File: src/rtl/vsh_pkg.sv
package vsh_pkg;
  localparam int NFLAG = 12;

  localparam int FL_PGSTORE = 0;
  localparam int FL_AUXWR   = 1;
  localparam int FL_AUXZP   = 2;
  localparam int FL_WIDE    = 3;
  localparam int FL_ALTSET  = 4;
  localparam int FL_TEXT    = 5;
  localparam int FL_MIX     = 6;
  localparam int FL_PG2     = 7;
  localparam int FL_HIRES   = 8;
  localparam int FL_MONO    = 9;
  localparam int FL_DBLARM  = 10;
  localparam int FL_IOLOCK  = 11;

  localparam int NPAIR = 5;

  localparam logic [6:0] OFF_MONO    = 7'h21;
  localparam logic [6:0] OFF_TXTCOL  = 7'h22;
  localparam logic [6:0] OFF_BORDER  = 7'h34;
  localparam logic [6:0] OFF_ARM     = 7'h5E;
  localparam logic [6:0] OFF_SHIFT   = 7'h5F;
  localparam logic [6:0] OFF_LOCKSET = 7'h7E;
  localparam logic [6:0] OFF_LOCKCLR = 7'h7F;

  typedef enum logic [1:0] {
    RT_NONE = 2'd0,
    RT_MAIN = 2'd1,
    RT_AUX  = 2'd2
  } route_e;

  function automatic logic [6:0] pair_base(input int idx);
    case (idx)
      0:       pair_base = 7'h00;
      1:       pair_base = 7'h04;
      2:       pair_base = 7'h08;
      3:       pair_base = 7'h0C;
      default: pair_base = 7'h0E;
    endcase
  endfunction
endpackage

File: src/rtl/vsh_wport.sv
module vsh_wport #(
  parameter int AW = 16,
  parameter int DW = 8
) (
  input  logic          clk,
  input  logic          rst_n,
  input  logic          sel,
  input  logic [AW-1:0] addr_in,
  input  logic [DW-1:0] data_in,
  output logic          we,
  output logic [AW-1:0] addr,
  output logic [DW-1:0] data
);
  always_ff @(posedge clk) begin
    if (!rst_n) begin
      we   <= 1'b0;
      addr <= '0;
      data <= '0;
    end else begin
      we <= sel;
      if (sel) begin
        addr <= addr_in;
        data <= data_in;
      end
    end
  end
endmodule

File: src/rtl/vsh_route.sv
module vsh_route
  import vsh_pkg::*;
#(
  parameter int AW = 16,
  parameter int DW = 8,
  parameter logic [AW-1:0] RAM_LO = 'h0200,
  parameter logic [AW-1:0] RAM_HI = 'hBFFF,
  parameter logic [AW-1:0] TXT_LO = 'h0400,
  parameter logic [AW-1:0] TXT_HI = 'h07FF,
  parameter logic [AW-1:0] HGR_LO = 'h2000,
  parameter logic [AW-1:0] HGR_HI = 'h3FFF
) (
  input  logic             clk,
  input  logic             rst_n,
  input  logic             valid,
  input  logic             write,
  input  logic [AW-1:0]    addr,
  input  logic [DW-1:0]    data,
  input  logic [NFLAG-1:0] flags,
  output logic             main_we,
  output logic [AW-1:0]    main_addr,
  output logic [DW-1:0]    main_data,
  output logic             aux_we,
  output logic [AW-1:0]    aux_addr,
  output logic [DW-1:0]    aux_data
);
  localparam int NPORT = 2;

  logic   in_ram, in_txt, in_hgr, to_aux;
  route_e route;
  logic [NPORT-1:0]    sel;
  logic [NPORT-1:0]    we_v;
  logic [AW-1:0]       addr_v [NPORT];
  logic [DW-1:0]       data_v [NPORT];

  always_comb begin
    in_ram = (addr >= RAM_LO) && (addr <= RAM_HI);
    in_txt = (addr >= TXT_LO) && (addr <= TXT_HI);
    in_hgr = (addr >= HGR_LO) && (addr <= HGR_HI);
    if (flags[FL_PGSTORE])
      to_aux = flags[FL_PG2] && (in_txt || (flags[FL_HIRES] && in_hgr));
    else
      to_aux = flags[FL_AUXWR];
    if (valid && write && in_ram)
      route = to_aux ? RT_AUX : RT_MAIN;
    else
      route = RT_NONE;
    sel[0] = (route == RT_MAIN);
    sel[1] = (route == RT_AUX);
  end

  for (genvar k = 0; k < NPORT; k++) begin : g_port
    vsh_wport #(.AW(AW), .DW(DW)) u_wport (
      .clk     (clk),
      .rst_n   (rst_n),
      .sel     (sel[k]),
      .addr_in (addr),
      .data_in (data),
      .we      (we_v[k]),
      .addr    (addr_v[k]),
      .data    (data_v[k])
    );
  end

  assign main_we   = we_v[0];
  assign main_addr = addr_v[0];
  assign main_data = data_v[0];
  assign aux_we    = we_v[1];
  assign aux_addr  = addr_v[1];
  assign aux_data  = data_v[1];
endmodule

File: src/rtl/vsh_switch.sv
module vsh_switch
  import vsh_pkg::*;
#(
  parameter int DW = 8,
  parameter int MW = 2
) (
  input  logic             clk,
  input  logic             rst_n,
  input  logic             hit,
  input  logic             write,
  input  logic [6:0]       off,
  input  logic [DW-1:0]    data,
  input  logic             sys_enh,
  input  logic             sys_gfx,
  output logic [NFLAG-1:0] flags,
  output logic [MW-1:0]    mode
);
  logic             ext;
  logic [NFLAG-1:0] flags_n;
  logic [MW-1:0]    mode_n;

  assign ext = sys_enh | sys_gfx;

  always_comb begin
    flags_n = flags;
    mode_n  = mode;
    if (hit) begin
      for (int i = 0; i < NPAIR; i++) begin
        if (ext && write && (off[6:1] == pair_base(i)[6:1]))
          flags_n[i] = off[0];
      end
      if (off[6:3] == 4'b1010)
        flags_n[FL_TEXT + int'(off[2:1])] = off[0];
      case (off)
        OFF_MONO:    if (ext && write) flags_n[FL_MONO] = data[DW-1];
        OFF_ARM:     if (ext) flags_n[FL_DBLARM] = 1'b1;
        OFF_SHIFT: begin
          if (flags[FL_DBLARM])
            mode_n = {mode[MW-2:0], flags[FL_WIDE]};
          if (ext) flags_n[FL_DBLARM] = 1'b0;
        end
        OFF_LOCKSET: if (sys_enh && write) flags_n[FL_IOLOCK] = 1'b1;
        OFF_LOCKCLR: if (sys_enh && write) flags_n[FL_IOLOCK] = 1'b0;
        default: ;
      endcase
    end
  end

  always_ff @(posedge clk) begin
    if (!rst_n) begin
      flags <= '0;
      mode  <= '0;
    end else begin
      flags <= flags_n;
      mode  <= mode_n;
    end
  end
endmodule

File: src/rtl/vsh_color.sv
module vsh_color
  import vsh_pkg::*;
#(
  parameter int DW = 8,
  parameter int BW = 4
) (
  input  logic          clk,
  input  logic          rst_n,
  input  logic          hit,
  input  logic          write,
  input  logic [6:0]    off,
  input  logic [DW-1:0] data,
  input  logic          sys_gfx,
  output logic [DW-1:0] text_color,
  output logic [BW-1:0] border_color
);
  logic load;
  assign load = hit && write && sys_gfx;

  always_ff @(posedge clk) begin
    if (!rst_n) begin
      text_color   <= '0;
      border_color <= '0;
    end else if (load) begin
      if (off == OFF_TXTCOL) text_color <= data;
      if (off == OFF_BORDER) border_color <= data[BW-1:0];
    end
  end
endmodule

File: src/rtl/video_shadow_snoop.sv
module video_shadow_snoop
  import vsh_pkg::*;
#(
  parameter int AW = 16,
  parameter int DW = 8,
  parameter int BW = 4,
  parameter int MW = 2
) (
  input  logic             clk,
  input  logic             rst_n,
  input  logic             bus_valid,
  input  logic             bus_write,
  input  logic [AW-1:0]    bus_addr,
  input  logic [DW-1:0]    bus_data,
  input  logic             sys_enh,
  input  logic             sys_gfx,
  output logic             main_we,
  output logic [AW-1:0]    main_addr,
  output logic [DW-1:0]    main_data,
  output logic             aux_we,
  output logic [AW-1:0]    aux_addr,
  output logic [DW-1:0]    aux_data,
  output logic [NFLAG-1:0] mode_flags,
  output logic [MW-1:0]    dbl_mode,
  output logic [DW-1:0]    text_color,
  output logic [BW-1:0]    border_color
);
  localparam logic [AW-8:0] IO_PAGE = (AW-7)'('h180);

  logic       io_hit;
  logic [6:0] io_off;

  assign io_off = bus_addr[6:0];
  assign io_hit = bus_valid && (bus_addr[AW-1:7] == IO_PAGE);

  vsh_route #(.AW(AW), .DW(DW)) u_route (
    .clk       (clk),
    .rst_n     (rst_n),
    .valid     (bus_valid),
    .write     (bus_write),
    .addr      (bus_addr),
    .data      (bus_data),
    .flags     (mode_flags),
    .main_we   (main_we),
    .main_addr (main_addr),
    .main_data (main_data),
    .aux_we    (aux_we),
    .aux_addr  (aux_addr),
    .aux_data  (aux_data)
  );

  vsh_switch #(.DW(DW), .MW(MW)) u_switch (
    .clk     (clk),
    .rst_n   (rst_n),
    .hit     (io_hit),
    .write   (bus_write),
    .off     (io_off),
    .data    (bus_data),
    .sys_enh (sys_enh),
    .sys_gfx (sys_gfx),
    .flags   (mode_flags),
    .mode    (dbl_mode)
  );

  vsh_color #(.DW(DW), .BW(BW)) u_color (
    .clk          (clk),
    .rst_n        (rst_n),
    .hit          (io_hit),
    .write        (bus_write),
    .off          (io_off),
    .data         (bus_data),
    .sys_gfx      (sys_gfx),
    .text_color   (text_color),
    .border_color (border_color)
  );
endmodule

File: config.mk
export PLATFORM = sky130hd
export DESIGN_NAME = video_shadow_snoop
export DESIGN_NICKNAME = d
export VERILOG_FILES = /design/src/rtl/vsh_pkg.sv /design/src/rtl/vsh_wport.sv /design/src/rtl/vsh_route.sv /design/src/rtl/vsh_switch.sv /design/src/rtl/vsh_color.sv /design/src/rtl/video_shadow_snoop.sv
export SDC_FILE = /design/constraint.sdc
export NUM_CORES = 1
export LEC_CHECK = 0
export ABC_AREA = 1
export BUFFER_PORTS_ARGS = -buffer_cell sky130_fd_sc_hd__buf_2
export CAP_MARGIN = 20
export CORE_AREA = 10 10 93 95
export CTS_CLUSTER_DIAMETER = 100
export DETAILED_ROUTE_END_ITERATION = 12
export DIE_AREA = 0 0 103 105
export MAX_ROUTING_LAYER = met4
export PLACE_DENSITY = 0.92
export SLEW_MARGIN = 10
export SYNTH_ARGS = -nofsm -noshare
export SYNTH_HDL_FRONTEND = slang
export SYNTH_SLANG_ARGS = --single-unit
export TNS_END_PERCENT = 30
File: constraint.sdc
create_clock -name clk -period 3.7 [get_ports clk]
set_input_delay 0.37 -clock clk [delete_from_list [all_inputs] [get_ports clk]]
set_output_delay 0.37 -clock clk [all_outputs]
set_load 0.005 [all_outputs]
After elaboration in Yosys (flattened, before gate mapping)
Index checks and enable logic that the tools add are counted.

Register bits: 76. Bits of input ports: 30. Logic and storage cells: 90.

Add/sub/neg operators: 1. $lt $le $gt $ge: 8. Equality and inequality tests: 16. Mux-type cells: 30. Bitwise gates (word level): 1. Reductions and logical operators: 23.

Operators with widths (number): 7-bit 2-to-1 mux (5); 32-bit by 1-bit >= comparator with 1-bit output, second input constant (1); 32-bit by 6-bit less-than comparator with 1-bit output, second input constant (1); 6-bit == test (5); 7-bit == test, second input constant (4); 7-bit by 6-bit == test with 1-bit output, second input constant (3); 1-bit logical AND (18); 1-bit 2-to-1 mux (18); 16-bit by 10-bit >= comparator with 1-bit output, second input constant (1); 16-bit by 11-bit >= comparator with 1-bit output, second input constant (1); 16-bit by 14-bit >= comparator with 1-bit output, second input constant (1); 16-bit by 11-bit less-or-equal comparator with 1-bit output, second input constant (1); 16-bit by 14-bit less-or-equal comparator with 1-bit output, second input constant (1); 16-bit less-or-equal comparator, second input constant (1); 12-bit bitwise mux (1); 12-bit 2-to-1 mux (1); 9-bit == test, second input constant (1); 2-bit AND reduction (3); 3-bit by 2-bit adder with 4-bit output, first input constant (1); 1-bit demux with 4-bit select (1); 4-bit == test, second input constant (1); 2-bit 2-to-1 mux (2); 1-bit case mux with 2 select lines (2); 3-bit AND reduction (1); other kinds (4) (4).

Longest topological paths before layout
Word-level depth: 11. Gate-level depth with buffers: 10. Gate-level depth less buffers: 9.

Modules after synthesis
Synthesis repeated with hierarchy kept, for this count alone.

Cell total of the unflattened synthesis: 571. Area, all modules: 3607.2 um2.

By module, submodules not included: vsh_wport (instances 2, cells an instance 155, area an instance 1003.5 um2, sequential area each 500.5 um2); vsh_switch (instances 1, cells an instance 123, area an instance 777.0 um2, sequential area each 280.3 um2); vsh_color (instances 1, cells an instance 108, area an instance 689.4 um2, sequential area each 240.2 um2); vsh_route (instances 1, cells an instance 22, area an instance 101.3 um2, sequential area each 0.0 um2); video_shadow_snoop (instances 1, cells an instance 8, area an instance 32.5 um2, sequential area each 0.0 um2).

Least setup slack after synthesis
OpenSTA, ideal clock, no wires.

Path type: input -> register. Start point: in bus_addr[0]. End point: reg u_color.text_color[0]. Data arrival time: 1.205 ns. Data required time: 3.586 ns. Setup slack: 2.381 ns. Stages on the path: 8. Cell sequence: buf_6 > nor2_1 > nand3_1 > nor2_2 > nand3_4 > buf_6 > o21bai_1 > nor2_1.

Longest elaborated chain between the ends: 2.

Ends and longest elaborated chain: start: declaration (line video_shadow_snoop.sv:13) `input logic [AW-1:0] bus_addr,`; 7-bit by 6-bit == test with 1-bit output (line vsh_color.sv:25) `if (off == OFF_TXTCOL) text_color <= data;`; 2-bit AND reduction (no source line); end signal: assignment (line vsh_color.sv:25); end: declaration (line vsh_color.sv:14) `output logic [DW-1:0] text_color,`.

No other way between the ends. A chain may end at the register's enable or synchronous reset.

Final worst setup path
Start point: reg u_switch.flags[1]. End point: reg u_route.g_port[0].u_wport.addr[15].

Longest elaborated chain between the ends: 4.

Ends and longest elaborated chain: start: declaration (line vsh_switch.sv:15) `output logic [NFLAG-1:0] flags,`; start signal: assignment (line vsh_switch.sv:54) `flags <= flags_n;`; 1-bit 2-to-1 mux (line vsh_route.sv:40) `if (flags[FL_PGSTORE])`; 2-bit 2-to-1 mux (line vsh_route.sv:45) `route = to_aux ? RT_AUX : RT_MAIN;`; 2-bit 2-to-1 mux (line vsh_route.sv:44) `if (valid && write && in_ram)`; 2-bit by 1-bit == test with 1-bit output (line vsh_route.sv:48) `sel[0] = (route == RT_MAIN);`; end signal: assignment (line vsh_wport.sv:22) `addr <= addr_in;`; end: declaration (line vsh_wport.sv:11) `output logic [AW-1:0] addr,`.

No other way between the ends.

==> flow_summary.json <==
{
  "diodes": 0,
  "worstSetupStartpointType": "flip-flop",
  "rrSetupSlack_ns": 1.42,
  "antenna_found_initial": 0,
  "pwr-share-comb_pct": 9.8,
  "ctsHtreeMaxLevel": 3,
  "synthMuxAreaShare_pct": 0,
  "track_usage_pct": 19.1,
  "p_sw_uw": 419,
  "synth_commonest_cells": "nor2_1, nand2_1, dfxtp_1",
  "synth_seq_cells": 76,
  "holdCritStartpoint": "bus_data[2]",
  "synth_top_area_cell": "dfxtp_1",
  "fp.dieW_um": 103,
  "clk-insertion-delay-late_ns": 0.35,
  "grt_start_max_net_pins": 56,
  "seq_area_sq_um": 1520,
  "clkTransAtPathRegs_ns": 0.08,
  "finalHoldViolCount": 0,
  "initial_core_util_pct": 55.2,
  "tns_ns": 0,
  "required_ns": 3.99,
  "vias": 3629,
  "ir_drop_uv": 222,
  "cts_hold_buf": 0,
  "area_growth_pct": 17.2,
  "synthDistinctLibCells": 26,
  "whs_endpoint": "u_color.text_color[2]",
  "ys_seq_area_share_pct": 40.8,
  "tightest_slew_ns": 0.911,
  "grt_first_pass_wirelength_mm": 16.1,
  "skew_ns": 0.00397,
  "cp_data_arrival_time_ns": 2.57,
  "syn_avg_cell_area_sq_um": 6.97,
  "cp-end-kind": "flip-flop",
  "setup_viol": 0,
  "synthXorXnorAreaFrac_pct": 0,
  "fillCellCount": 587,
  "synthFlopType": "dfxtp_1",
  "fin_util_pct": 64.7,
  "num_rows": 30,
  "clkPwrFrac_pct": 40.8,
  "totalWireLength_mm": 10.2,
  "cts_root_buf": "clkbuf_8",
  "core_area_sq_um": 6760,
  "critical_path_class": "flip-flop to flip-flop",
  "dr.pass1.iters": 6,
  "seqPwrFrac_pct": 49.3,
  "cts_resized": 0,
  "drt-initial-drc-count": 347,
  "fin_crit_sh_pct": 61.6,
  "avgRoutedWirePerCell_um": 14.4,
  "swShare_pct": 24.5,
  "crit_path_max_fanout": 51,
  "slew_headroom_pct": 39.1,
  "route.antenna.remaining_nets": 0,
  "synth_top_area_share_pct": 40.8,
  "synth-compound-area-share_pct": 7.58,
  "drv_slew": 0,
  "status": "finished, final reports clean",
  "cts_buffer_depth": 2,
  "pre_cts_ws_ns": 1.51,
  "drive_gt1_share_pct": 22.7,
  "die_y_um": 105,
  "reg2reg_depth": 6,
  "p_leak_uw": 0.00220,
  "dieArea_sq_um": 10800,
  "synthAdderAreaFrac_pct": 0,
  "ys_top_cells_by_area": "dfxtp_1, nor2_1, nand2_1, inv_1, nand4_1",
  "remaining_drc_errors": 0,
  "grt_pass1_vias": 3406,
  "fmax_mhz": 439,
  "syn_area_sq_um": 3730,
  "numCtsBuffers": 9,
  "pin_count": 106,
  "synth_top_family_by_area": "simple AND/OR/NAND/NOR gates",
  "p_per_area_nw_per_um2": 392,
  "post_cts_buffers": 0,
  "async_flop_share_pct": 0,
  "syn_inst": 535,
  "syn-num-nets": 565,
  "r2r_end": "u_route.g_port[0].u_wport.addr[15]",
  "routed_via_density": 5.12,
  "portBuffers": 105,
  "cts.sinks": 76,
  "layout_setup_ws_ns": 1.42,
  "total_power_uw": 1710,
  "min_path_type": "input pin to flip-flop",
  "maxCapViolations": 0,
  "rsz0062_at_grt": "no",
  "yosysMostFrequentCell": "nor2_1",
  "r2r-start": "u_switch.flags[1]",
  "power.internal_uw": 1290,
  "synth-edff-count": 0,
  "multi_input_area_sq_um": 1710,
  "cts_tree": "built",
  "holdPathStages": 3,
  "nNetsFinal": 654,
  "synth_warnings": 0,
  "gr-total-overflow": 0,
  "post-route-min-period_ns": 2.28,
  "yosys.area_share.simple_pct": 38.2,
  "hpwl_mm": 7.47,
  "routabilityCongestion": 0.954
}
[power by group through the flow]
stage          clock [uW]  sequential [uW]  combinational (uW)
2_1_floorplan           0              864                 109
3_3_place_gp            0              863                 161
3_5_place_dp            0              863                 166
4_1_cts               705              844                 167
5_1_grt               739              846                 188
6_report              699              845                 168
[cell usage in the layout (no fill, tap or decap)]
| master | count |
|---|---|
| nor2_4 | 2 |
| nand3_1 | 37 |
| nor2_1 | 122 |
| nand3_4 | 3 |
| bufinv_16 | 2 |
| nand2_1 | 98 |
| nor2_8 | 2 |
| nand4_1 | 30 |
| dfxtp_1 | 76 |
| o21bai_1 | 17 |
| nand2_4 | 1 |
| or2_1 | 1 |
| inv_1 | 72 |
| nor2_2 | 5 |
| clkinv_2 | 1 |
| nand2_2 | 5 |
| nand3b_1 | 1 |
| clkbuf_1 | 2 |
| clkbuf_8 | 10 |
| nor3_1 | 3 |
| inv_2 | 1 |
| clkinvlp_4 | 1 |
| a31oi_1 | 1 |
| o21bai_4 | 1 |
| a21oi_1 | 26 |
| buf_2 | 105 |
| buf_4 | 3 |
| nand3_2 | 1 |
[cells by family after synthesis]
kind of cell	Yosys count
DFF	76
and+or+nand+nor	311
buffers and inverters	103
AOI/OAI and AO/OA	45
[sequential cells by signal, summed over array words and instances, names as in the netlist, named ones only]
register,flops
u_switch.mode,2
u_route.g_port.u_wport.addr,32
u_route.g_port.u_wport.we,2
u_color.text_color,8
u_color.border_color,4
u_switch.flags,8
u_route.g_port.u_wport.data,16
[worst max-delay path: stages (launching register included)]
cell and delay (ns):
dfxtp_1 0.31, inv_1 0.08, or2_1 0.67, nand2_4 0.50
nor2_8 0.44, nor2_1 0.09, nor2_1 0.11
[per-stage QoR]
stage | hold slack (ns) | cells | instance area [sq um]
floorplan | 0.455 | 535 | 3730
global placement | 0.448 | 693 | 4150
detailed placement | 0.451 | 693 | 4150
CTS | 0.285 | 709 | 4370
global route | 0.301 | 709 | 4370
finish | 0.285 | 709 | 4370
[area by class of cell]
class                      instances  share of cell area [%]
tap                               80                    2.29
multi-input combinational        356                    39.1
clock buffer                      12                    3.32
sequential                        76                    34.8
timing repair buffer             108                    12.5
clock inverter                     4                    1.66
inverter                          73                    6.27
[worst max path at each step]
stage	startpoint	slack [ns]	cells after the start	endpoint
6_report	u_switch.flags[1]	1.42	6	u_route.g_port[0].u_wport.addr[15]
5_1_grt	u_switch.flags[1]	1.18	6	u_route.g_port[0].u_wport.addr[14]
4_1_cts	u_switch.flags[1]	1.49	6	u_route.g_port[0].u_wport.addr[15]
3_5_place_dp	bus_addr[10]	1.51	10	u_route.g_port[0].u_wport.addr[15]
3_3_place_gp	bus_addr[10]	1.63	10	u_route.g_port[0].u_wport.addr[10]
2_1_floorplan	bus_addr[0]	2.38	8	u_color.text_color[0]
[routing by layer]
layer	wire length [um]	global-route usage, %
met5	0	-
met4	329	10.5
met3	855	5.53
met2	4960	30.4
met1	4070	20.6
Power figures use the tool's default switching activity.
